$ cat config.mk
export PLATFORM = sky130hd
export DESIGN_NAME = swreg_serial_master
export DESIGN_NICKNAME = d
export VERILOG_FILES = /design/src/rtl/swreg_pkg.sv /design/src/rtl/swreg_bit_timer.sv /design/src/rtl/swreg_shift_unit.sv /design/src/rtl/swreg_serial_master.sv
export SDC_FILE = /design/constraint.sdc
export NUM_CORES = 1
export LEC_CHECK = 0
export ABC_AREA = 1
export BUFFER_PORTS_ARGS = -buffer_cell sky130_fd_sc_hd__buf_4
export CORE_ASPECT_RATIO = 0.7
export CORE_MARGIN = 3
export CORE_UTILIZATION = 40
export CTS_CLUSTER_SIZE = 10
export DETAILED_ROUTE_END_ITERATION = 7
export GPL_TIMING_DRIVEN = 1
export HOLD_SLACK_MARGIN = 0.12
export PLACE_DENSITY_LB_ADDON = 0.12
export RECOVER_POWER = 100
export SYNTH_ARGS = -nofsm -noshare
export SYNTH_HDL_FRONTEND = slang
export SYNTH_SLANG_ARGS = --single-unit
$ cat constraint.sdc
create_clock -name clk -period 1.8 [get_ports clk]
set_input_delay 0.18 -clock clk [delete_from_list [all_inputs] [get_ports clk]]
set_output_delay 0.18 -clock clk [all_outputs]
set_load 0.01 [all_outputs]
$ cat src/rtl/swreg_pkg.sv
package swreg_pkg;

    localparam int FRAME_W    = 46;
    localparam int WR_BITS    = 27;
    localparam int RD_BITS    = 46;
    localparam int RESP_W     = 32;
    localparam int PREAMBLE_W = 32;
    localparam int TURN_CLKS  = 2;
    localparam int TAIL_CLKS  = 2;
    localparam int CNT_W      = 6;

    typedef enum logic [3:0] {
        ST_IDLE,
        ST_PREP,
        ST_SELUP,
        ST_FRAME,
        ST_GAP,
        ST_TURN,
        ST_CAPT,
        ST_TAIL,
        ST_FINISH
    } state_e;

    typedef struct packed {
        logic        wr;
        logic        tbl;
        logic [7:0]  addr;
        logic [15:0] wdata;
    } req_t;

    typedef struct packed {
        logic [FRAME_W-1:0] bits;
        logic [CNT_W-1:0]   len;
    } frame_t;

    // Left-aligned command frame; len gives how many leading bits are sent.
    function automatic frame_t build_frame(req_t r);
        frame_t f;
        if (r.wr) begin
            f.bits = {3'b101, r.addr, r.wdata, {(FRAME_W-WR_BITS){1'b0}}};
            f.len  = CNT_W'(WR_BITS);
        end else begin
            f.bits = {{PREAMBLE_W{1'b1}}, 4'b0110, r.tbl, 2'b00, r.addr[6:1], 1'b0};
            f.len  = CNT_W'(RD_BITS);
        end
        return f;
    endfunction

    // Table 0 answers with two 16-bit registers; the address LSB selects one.
    function automatic logic [RESP_W-1:0] pick_rdata(logic tbl, logic odd,
                                                     logic [RESP_W-1:0] rx);
        if (tbl)
            return rx;
        else if (odd)
            return {16'h0000, rx[RESP_W-1:RESP_W-16]};
        else
            return {16'h0000, rx[15:0]};
    endfunction

endpackage

$ cat src/rtl/swreg_bit_timer.sv
module swreg_bit_timer #(
    parameter int HALF_CYC  = 750,
    parameter int SETUP_CYC = 250
) (
    input  logic clk,
    input  logic rst,
    input  logic run,
    input  logic clocked,
    output logic sck_hi,
    output logic upd,
    output logic smp,
    output logic seg_end
);
    localparam int LOW_CYC = HALF_CYC + SETUP_CYC;
    localparam int BIT_CYC = LOW_CYC + HALF_CYC;
    localparam int CW      = $clog2(BIT_CYC + 1);

    logic [CW-1:0] cnt;
    logic          bit_last;
    logic          wait_last;

    assign bit_last  = (cnt == CW'(BIT_CYC - 1));
    assign wait_last = (cnt == CW'(HALF_CYC - 1));
    assign seg_end   = run && (clocked ? bit_last : wait_last);

    always_ff @(posedge clk) begin
        if (rst || !run)
            cnt <= '0;
        else if (seg_end)
            cnt <= '0;
        else
            cnt <= cnt + 1'b1;
    end

    assign sck_hi = run && clocked && (cnt >= CW'(LOW_CYC));
    assign upd    = run && clocked && (cnt == CW'(HALF_CYC));
    assign smp    = run && clocked && (cnt == CW'(LOW_CYC - 1));

    // the phase counter never runs past one bit period
    assert_cnt_bound_R5: assert property (@(posedge clk) disable iff (rst)
        run |-> (cnt < CW'(BIT_CYC)));

    // data updates and samples happen only in the low phase
    assert_low_phase_R5: assert property (@(posedge clk) disable iff (rst)
        (upd || smp) |-> !sck_hi);

endmodule

$ cat src/rtl/swreg_shift_unit.sv
module swreg_shift_unit
    import swreg_pkg::*;
(
    input  logic               clk,
    input  logic               rst,
    input  logic               load,
    input  logic [FRAME_W-1:0] frame_bits,
    input  logic               upd,
    input  logic               smp,
    input  logic               sd_i,
    output logic               sd_bit,
    output logic [RESP_W-1:0]  rx_word
);
    logic [FRAME_W-1:0] tx;
    logic               sd_q;
    logic [RESP_W-1:0]  rx;

    always_ff @(posedge clk) begin
        if (rst) begin
            tx   <= '0;
            sd_q <= 1'b0;
            rx   <= '0;
        end else begin
            if (load) begin
                tx   <= frame_bits;
                sd_q <= 1'b0;
            end else if (upd) begin
                sd_q <= tx[FRAME_W-1];
                tx   <= {tx[FRAME_W-2:0], 1'b0};
            end
            if (smp)
                rx <= {rx[RESP_W-2:0], sd_i};
        end
    end

    assign sd_bit  = sd_q;
    assign rx_word = rx;

endmodule

$ cat src/rtl/swreg_serial_master.sv
module swreg_serial_master
    import swreg_pkg::*;
#(
    parameter int CLK_MHZ  = 250,
    parameter int HALF_NS  = 3000,
    parameter int SETUP_NS = 1000
) (
    input  logic        clk,
    input  logic        rst,
    input  logic        req_valid,
    input  logic        req_write,
    input  logic        req_table,
    input  logic [7:0]  req_addr,
    input  logic [15:0] req_wdata,
    output logic        busy,
    output logic        done,
    output logic [31:0] rdata,
    output logic        sel_o,
    output logic        sel_oe,
    output logic        sck_o,
    output logic        sck_oe,
    output logic        sd_o,
    output logic        sd_oe,
    input  logic        sd_i
);
    localparam int HALF_RAW  = (HALF_NS * CLK_MHZ + 999) / 1000;
    localparam int SETUP_RAW = (SETUP_NS * CLK_MHZ + 999) / 1000;
    localparam int HALF_CYC  = (HALF_RAW < 1) ? 1 : HALF_RAW;
    localparam int SETUP_CYC = (SETUP_RAW < 1) ? 1 : SETUP_RAW;

    state_e             state;
    req_t               req_q;
    frame_t             frm;
    logic [CNT_W-1:0]   bitcnt;
    logic [CNT_W-1:0]   need;
    logic               clocked;
    logic               sck_hi, upd, smp, seg_end;
    logic               last_bit, seg_done, load;
    logic               sd_bit;
    logic [RESP_W-1:0]  rx_word;

    assign frm     = build_frame(req_q);
    assign clocked = (state == ST_FRAME) || (state == ST_TURN) ||
                     (state == ST_CAPT)  || (state == ST_TAIL);

    always_comb begin
        case (state)
            ST_FRAME: need = frm.len;
            ST_TURN:  need = CNT_W'(TURN_CLKS);
            ST_CAPT:  need = CNT_W'(RESP_W);
            ST_TAIL:  need = CNT_W'(TAIL_CLKS);
            default:  need = CNT_W'(1);
        endcase
    end

    assign last_bit = seg_end && (bitcnt == need - 1'b1);
    assign seg_done = clocked ? last_bit : seg_end;
    assign load     = (state == ST_SELUP) && seg_end;

    swreg_bit_timer #(
        .HALF_CYC  (HALF_CYC),
        .SETUP_CYC (SETUP_CYC)
    ) u_timer (
        .clk     (clk),
        .rst     (rst),
        .run     (busy),
        .clocked (clocked),
        .sck_hi  (sck_hi),
        .upd     (upd),
        .smp     (smp),
        .seg_end (seg_end)
    );

    swreg_shift_unit u_shift (
        .clk        (clk),
        .rst        (rst),
        .load       (load),
        .frame_bits (frm.bits),
        .upd        (upd && (state == ST_FRAME)),
        .smp        (smp && (state == ST_CAPT)),
        .sd_i       (sd_i),
        .sd_bit     (sd_bit),
        .rx_word    (rx_word)
    );

    always_ff @(posedge clk) begin
        if (rst) begin
            state  <= ST_IDLE;
            req_q  <= '0;
            bitcnt <= '0;
            done   <= 1'b0;
            rdata  <= '0;
        end else begin
            done <= 1'b0;
            if (seg_done)
                bitcnt <= '0;
            else if (clocked && seg_end)
                bitcnt <= bitcnt + 1'b1;

            case (state)
                ST_IDLE: if (req_valid) begin
                    req_q <= '{wr: req_write, tbl: req_table,
                               addr: req_addr, wdata: req_wdata};
                    state <= ST_PREP;
                end
                ST_PREP:   if (seg_end)  state <= ST_SELUP;
                ST_SELUP:  if (seg_end)  state <= ST_FRAME;
                ST_FRAME:  if (last_bit) state <= ST_GAP;
                ST_GAP:    if (seg_end)  state <= req_q.wr ? ST_TAIL : ST_TURN;
                ST_TURN:   if (last_bit) state <= ST_CAPT;
                ST_CAPT:   if (last_bit) state <= ST_TAIL;
                ST_TAIL:   if (last_bit) state <= ST_FINISH;
                ST_FINISH: if (seg_end) begin
                    state <= ST_IDLE;
                    done  <= 1'b1;
                    if (!req_q.wr)
                        rdata <= pick_rdata(req_q.tbl, req_q.addr[0], rx_word);
                end
                default: state <= ST_IDLE;
            endcase
        end
    end

    assign busy   = (state != ST_IDLE);
    assign sel_oe = busy;
    assign sck_oe = busy;
    assign sd_oe  = busy && (req_q.wr || (state == ST_PREP) ||
                             (state == ST_SELUP) || (state == ST_FRAME));
    assign sel_o  = req_q.wr && ((state == ST_SELUP) || (state == ST_FRAME));
    assign sck_o  = sck_hi;
    assign sd_o   = (state == ST_FRAME) ? sd_bit : 1'b0;

    // a captured request is held while the transfer runs
    assert_req_held_R2: assert property (@(posedge clk) disable iff (rst)
        (busy && $past(busy)) |-> $stable(req_q));

    // select stays low throughout a read
    assert_read_nosel_R4: assert property (@(posedge clk) disable iff (rst)
        (busy && !req_q.wr) |-> !sel_o);

    // data is steady while the clock is high
    assert_sd_hold_R5: assert property (@(posedge clk) disable iff (rst)
        (sck_o && $past(sck_o)) |-> $stable(sd_o));

    // the data pin is never driven while response bits come in
    assert_rx_dir_R6: assert property (@(posedge clk) disable iff (rst)
        (state == ST_CAPT) |-> !sd_oe);

    // every driver is released in the completion cycle
    assert_release_R7: assert property (@(posedge clk) disable iff (rst)
        done |-> (!sel_oe && !sck_oe && !sd_oe && !sck_o));

    // completion lasts one cycle
    assert_done_pulse_R10: assert property (@(posedge clk) disable iff (rst)
        done |=> !done);

endmodule

==> impl_metrics.json, run 1 <==
{
  "rows": 39,
  "max-clock-path-buffers": 2,
  "finalHoldViolations": 0,
  "synth_top_area_cell": "dfxtp_1",
  "r2r_start": "state[2]",
  "antenna_left": 0,
  "syn_inst": 942,
  "fmax_ghz": 0.492,
  "gp_congestion": 0.801,
  "grt_max_degree": 85,
  "seqPwrFrac_pct": 37.9,
  "coreArea_um2": 16700,
  "internal_power_mw": 6.81,
  "finish.net_count": 1136,
  "synth_area_um2": 6950,
  "synth_edf_count": 0,
  "clkTransAtPathRegs_ps": 70,
  "p_switching_mw": 3.20,
  "fin_area_um2": 10200,
  "wl_mm": 21.6,
  "worstMarginPinSlew_ps": 629,
  "netSwitchingFraction_pct": 32.0,
  "synth.most_common_cell": "nand2_1",
  "die-area_um2": 19000,
  "status": "finished, violations left",
  "hp-class": "primary input to register",
  "p_leak_nw": 4.11,
  "route.detailed.drc": 0,
  "cp-end-kind": "register",
  "yosys_warnings": 0,
  "critPathArrivalTime_ps": 2380,
  "rsz0062_at_grt": "yes",
  "first_pass_iters": 5,
  "synth_cell_types": 36,
  "clock_sinks": 158,
  "critPathMostFrequentCell": "nand2_4",
  "ys_async_sr_fraction_pct": 0,
  "worstSetupPathType": "register to register",
  "die_h_um": 116,
  "slew_violations": 0,
  "synthTopCellsByArea": "dfxtp_1 (45%), nand2_1 (10%), nor2_1 (6.2%)",
  "violations": "setup timing",
  "drive_gt1_share_pct": 30.5,
  "antenna_found_initial": 0,
  "setup_slack_ps": -231,
  "io-pin-count": 70,
  "finClkSkew_ps": 13.4,
  "power_frac_clock_pct": 35.9,
  "whs_path_depth": 3,
  "path_max_fanout": 6,
  "cts_tree": "done",
  "overflow": 0,
  "cts_buffers": 17,
  "fin_crit_ps": 2030,
  "r2r_end": "rdata[17]",
  "cts_root_buffer": "clkbuf_16",
  "cts_max_level": 4,
  "setup_viol": 129,
  "synth_common_cells": "nand2_1 (187), dfxtp_1 (158), nor2_1 (114), inv_1 (87), nand3_1 (73)",
  "cp.required_ps": 2150,
  "power_frac_comb_pct": 26.2,
  "power_density_nw_per_um2": 985,
  "die_w_um": 164,
  "io_buffers": 69,
  "fin_util_pct": 60.9,
  "vias_per_cell": 5.13,
  "clock_latency_ps": 440,
  "hold_end": "req_q[25]",
  "ys_ff_latch": 158,
  "place_ws_ps": -168,
  "min-delay-start": "req_write",
  "slew_headroom_pct": 57.8,
  "ir_drop_v": 0.000771,
  "fill_cells": 1484,
  "syn2layout_area_growth_pct": 46.1,
  "startpoint_type": "register",
  "critical_path.slowest_cell": "dfxtp_4",
  "grt_pass1_vias": 6134,
  "grt_pass1_wl_mm": 32.4,
  "num_vias": 6865,
  "syn_nets": 978,
  "wl_per_cell_um": 16.1,
  "place_area_um2": 8060,
  "synth-main-ff-cell": "dfxtp_1",
  "fin_tns_setup_ps": -13140,
  "crit_chain": "inv_4 -> nor2_4 -> nand2_4 -> buf_6 -> nand2_4 -> nand2_4 -> nand2_4 -> nand3_4 -> nor3_4 -> buf_6 -> buf_12 -> nor2_4 -> a211oi_2",
  "hpwlAfterDp_mm": 11.9,
  "finalCritPeriodShare_pct": 113,
  "start_util_pct": 41.7,
  "max_stage_delay_ps": 370,
  "fin_total_pwr_mw": 10.0,
  "gr-usage-all-layers_pct": 21.4,
  "diodes": 0,
  "cap_viol_max_count": 0,
  "netlist.area_leader.share_pct": 45.5,
  "dr.first_iter.drc_count": 524,
  "rr_worst_depth": 13,
  "rrSetupSlack_ps": -230,
  "synth_seq_area_share_pct": 45.5,
  "avgSynthCellArea_um2": 7.38
}
power by group through the flow:
| stage | Combinational, mW | Clock, mW | Sequential, mW |
|---|---|---|---|
| after floorplan | 1.20 | 0 | 3.84 |
| after global placement | 1.92 | 0 | 3.86 |
| after CTS | 2.43 | 3.63 | 3.78 |
| after global routing | 2.85 | 3.77 | 3.81 |
| final | 2.62 | 3.59 | 3.79 |
| after detailed placement | 1.94 | 0 | 3.86 |
cell usage in the layout, fill, tap and decap left out, drive strengths merged, types with 8 or more instances in the layout:
master and instances:
dlygate4sd3 27, a211oi 49, a21oi 54, o21ai 81, inv 97, nand3 76
a31oi 8, nor2 122, clkbuf 62, dfxtp 158, nand2 199, nor3 8
nor4 17, buf 124
kinds of logic (layout without fill, tap and decap cells):
kind of cell,Yosys count,in the layout,synth area share [%]
AO/OA/AOI/OAI,194,194,15.9
AND/OR/NAND/NOR,428,429,27.7
adder cells (fa/ha/maj),6,6,1.08
flip-flops,158,158,45.5
buffers and inverters,149,319,8.94
XOR/XNOR,7,7,0.882
cell type report:
class / instances / area [um^2] / area share, %
repair buffers: 194 / 1840 / 18.1
flip-flops and latches: 158 / 3180 / 31.3
multi-input cells: 636 / 3930 / 38.6
inverters: 93 / 358 / 3.52
clock buffers: 20 / 457 / 4.49
clock inverters: 12 / 124 / 1.22
well taps: 225 / 282 / 2.77
worst max path at each step:
stage	start	end	slack, ps	depth (start not counted)
6_report	state[2]	rdata[17]	-230	13
5_1_grt	state[3]	bitcnt[5]	-340	17
3_3_place_gp	state[0]	state[3]	-180	14
4_1_cts	state[3]	bitcnt[5]	-170	17
3_5_place_dp	state[3]	state[3]	-170	19
2_1_floorplan	state[3]	state[1]	-20	17
worst max-delay path, delay by kind of cell, from the launching register on:
family          cells  cell delay (ps)
simple gates        8              860
flops               1              370
buf+inv             4              530
compound gates      1              180
flip-flops by register name, indices dropped and copies added, names as in the netlist:
register,count
rdata,32
u_shift.sd_bit,1
state,4
u_shift.tx,45
u_shift.rx_word,32
u_timer.cnt,11
req_q,26
bitcnt,6
done,1
metrics by stage:
step	cells	hold slack [ps]
4_1_cts	1321	152
3_3_place_gp	1239	448
2_1_floorplan	942	345
5_1_grt	1338	188
3_5_place_dp	1239	454
6_report	1338	170
per-layer routing:
| layer | wire (um) | track usage, % | vias to the layer above | share of wire (%) |
|---|---|---|---|---|
| met5 | 0 | 0 | - | 0 |
| met4 | 194 | 4.56 | 0 | 0.90 |
| met3 | 1100 | 4.54 | 18 | 5.1 |
| met2 | 9080 | 30.3 | 162 | 42 |
| met1 | 11200 | 33.0 | 3252 | 52 |
| li1 | - | - | 3433 | - |
what timing repair did:
| action | CTS | global route |
|---|---|---|
| buffers inserted | 19 | 8 |
| setup endpoints to repair | 119 | 164 |
| hold endpoints to repair | 26 | 0 |
| resized for setup | 46 | 175 |
| hold buffers | 27 | 0 |
| cloned | 4 | 12 |
| pin swaps | 16 | 57 |
No activity file was read; power rests on OpenSTA's default activity.
==> inputs of run 2 (changes only) <==
- SETUP_SLACK_MARGIN: not set -> 0.15
- SYNTH_HIERARCHICAL: not set -> 1
==> run 2 against run 1 <==
  * The run still ends with setup timing left
  * Clock power grew 2%
  * Fmax shrank 8.6%
  * Synthesized cell count grew 12%
  * Critical path type unchanged
  * Non-clock buffer count grew 25
  * Cell area grew 5.7%
  * Highest routed layer unchanged
  * Wire length shrank 1.4%
  * Register-to-register slack lost 190 ps
  * Sequential cell count grew 1
  * Critical endpoint is now u_shift/tx[3]
  * Die area grew 4.7%
==> impl_metrics.json, run 2 <==
{
  "cts_root_buffer": "clkbuf_16",
  "drive_gt1_share_pct": 30.8,
  "antenna_left": 0,
  "syn2layout_area_growth_pct": 47.2,
  "worstSetupPathType": "register to register",
  "finClkSkew_ps": 12.9,
  "wl_met2_mm": 9.46,
  "cts_max_level": 4,
  "fill_cells": 1596,
  "wl_mm": 21.3,
  "netlist.area_leader.share_pct": 43.6,
  "place_area_um2": 8560,
  "slew_violations": 0,
  "largest_reg_flops": 46,
  "grt_pass1_wl_mm": 33.6,
  "die_h_um": 119,
  "vias_per_cell": 4.89,
  "synth.most_common_cell": "nand2_1",
  "fin_area_um2": 10700,
  "final_cell_mix": "nand2_1 (207), dfxtp_1 (154), inv_1 (113)",
  "avgSynthCellArea_um2": 6.92,
  "max-clock-path-buffers": 2,
  "synth-main-ff-cell": "dfxtp_1",
  "power_frac_clock_pct": 32.8,
  "synth_edf_count": 0,
  "synth_seq_area_share_pct": 43.6,
  "ys_async_sr_fraction_pct": 0,
  "rows": 40,
  "start_util_pct": 41.6,
  "io_buffers": 69,
  "setup_viol": 124,
  "rsz0062_at_grt": "yes",
  "clock_latency_ps": 430,
  "p_switching_mw": 3.84,
  "regMostFlops": "u_shift/tx",
  "place_inst": 1377,
  "final_cells": 1480,
  "netSwitchingFraction_pct": 34.3,
  "synth_area_um2": 7300,
  "clkTransAtPathRegs_ps": 70,
  "num_vias": 7230,
  "startpoint_type": "register",
  "first_pass_iters": 7,
  "cap_viol_max_count": 0,
  "diodes": 0,
  "cp-end-kind": "register",
  "cp.required_ps": 2130,
  "gp_congestion": 0.857,
  "antenna_found_initial": 0,
  "grt_max_degree": 53,
  "power_frac_comb_pct": 31.4,
  "yosys_warnings": 6,
  "synth_top_area_cell": "dfxtp_1",
  "p_leak_nw": 4.82,
  "setup_slack_ps": -423,
  "synth_cell_types": 29,
  "hp-class": "primary input to register",
  "finalHoldViolations": 0,
  "power_density_nw_per_um2": 1040,
  "critPathArrivalTime_ps": 2550,
  "clock_sinks": 159,
  "die-area_um2": 19900,
  "status": "finished, violations left",
  "synthTopCellsByArea": "dfxtp_1 (44%), nand2_1 (13%), nand3_1 (9.7%)",
  "grt_pass1_vias": 6597,
  "finalCritPeriodShare_pct": 123,
  "overflow": 0,
  "hpwlAfterDp_mm": 11.9,
  "coreArea_um2": 17500,
  "synth_common_cells": "nand2_1 (251), dfxtp_1 (159), nand3_1 (142), inv_1 (122), nor2_1 (113)",
  "finish.net_count": 1272,
  "violations": "setup timing",
  "ir_drop_v": 0.000643,
  "seqPwrFrac_pct": 35.8,
  "fmax_ghz": 0.450,
  "syn_inst": 1054,
  "wl_per_cell_um": 14.4,
  "dr.first_iter.drc_count": 478,
  "gr-usage-all-layers_pct": 20.3,
  "ys_ff_latch": 159,
  "fin_crit_ps": 2220,
  "cts_tree": "done",
  "die_w_um": 167,
  "met3_length_um": 966,
  "mostFrequentLayoutCell": "nand2_1",
  "io-pin-count": 70,
  "internal_power_mw": 7.35,
  "fin_util_pct": 61.3,
  "route.detailed.drc": 0,
  "top_layer": "met4",
  "rrSetupSlack_ps": -420,
  "met1_length_mm": 10.6,
  "path_max_fanout": 8,
  "cts_buffers": 17
}
==> run 2: cell types whose count changed in the layout (fill, tap and decap cells not counted), moves of 17 or more <==
cell      previous run  this run
nand2_1            156       207
nand3_1             55       104
a211oi_2            21         0
nand3_2             17        38
o21ai_1             23        40
o21ai_0             37        16
inv_1               81       113
a211oi_1            28         0
==> run 2: worst paths after layout <==
kind / from / end / depth (start not counted)
worst max register to register: state[3] / u_shift/tx[3] / 18
worst min register to register: req_q[11] / req_q[11] / 2
worst min-delay path: req_valid / req_q[25] / 4
worst max-delay path: state[3] / u_shift/tx[3] / 18
==> run 2: cell type report <==
cell class                 count  area (um^2)  area share (%)
multi-input combinational    706         4030            37.5
sequential                   159         3200            29.8
timing repair buffer         219         2070            19.3
inverter                     132          541            5.03
clock buffer                  17          425            3.96
tap                          231          289            2.69
clock inverter                15          170            1.58
timing repair inverter         1         16.3           0.151
==> run 2: logic make-up after synthesis <==
| family | count (synthesis) | synth area share, % |
|---|---|---|
| other | 2 | 0.103 |
| muxes | 1 | 0.154 |
| buffers and inverters | 194 | 11.9 |
| adders and majority gates | 6 | 1.03 |
| DFF | 159 | 43.6 |
| and+or+nand+nor | 532 | 31.3 |
| xor gates and xnor gates | 10 | 1.20 |
| AOI/OAI and AO/OA | 150 | 10.7 |
==> run 2: stage by stage <==
stage	total power, mW	setup WS, ps	hold WS, ps	TNS [ps]
6_report	11.2	-423	343	-35290
2_1_floorplan	5.76	-448	249	-27870
3_3_place_gp	6.91	-414	404	-31750
5_1_grt	11.8	-577	345	-55520
4_1_cts	11.0	-410	317	-38770
3_5_place_dp	6.92	-447	446	-33330
==> run 2: metal layers <==
layer  vias to the layer above  GRT usage, %
met5                         -             0
met4                         0          5.42
met3                        21          4.08
met2                       146          30.5
met1                      3347          29.7
li1                       3716             -
==> run 2: critical path: stages, from the launching register on <==
cell,delay (ps)
dfxtp_4,370
inv_4,80
nand2_4,70
nor2_4,110
nor2_4,50
nand2_4,80
buf_4,110
nand2_2,60
inv_2,70
nand2_1,60
nor3_2,200
inv_1,110
nor2_4,200
nor2_4,110
clkbuf_16,190
nand2_1,70
nand3_1,80
nand2_1,70
inv_1,40
==> run 2: power groups by stage <==
stage                     Combinational, mW  Clock [mW]  Sequential (mW)
after floorplan                        1.72           0             4.04
after global placement                 2.87           0             4.04
after detailed placement               2.87           0             4.04
after CTS                              3.32        3.73             3.99
after global routing                   3.86        3.88             4.03
final                                  3.52        3.67             4.00
==> run 2: timing repair <==
item | in CTS | in global routing
pin swaps | 42 | 18
endpoints found under the setup margin | 130 | 156
gates resized for setup | 151 | 138
hold buffers | 28 | 0
buffers inserted | 18 | 9
gates cloned | 9 | 7
hold endpoints to repair | 28 | 0
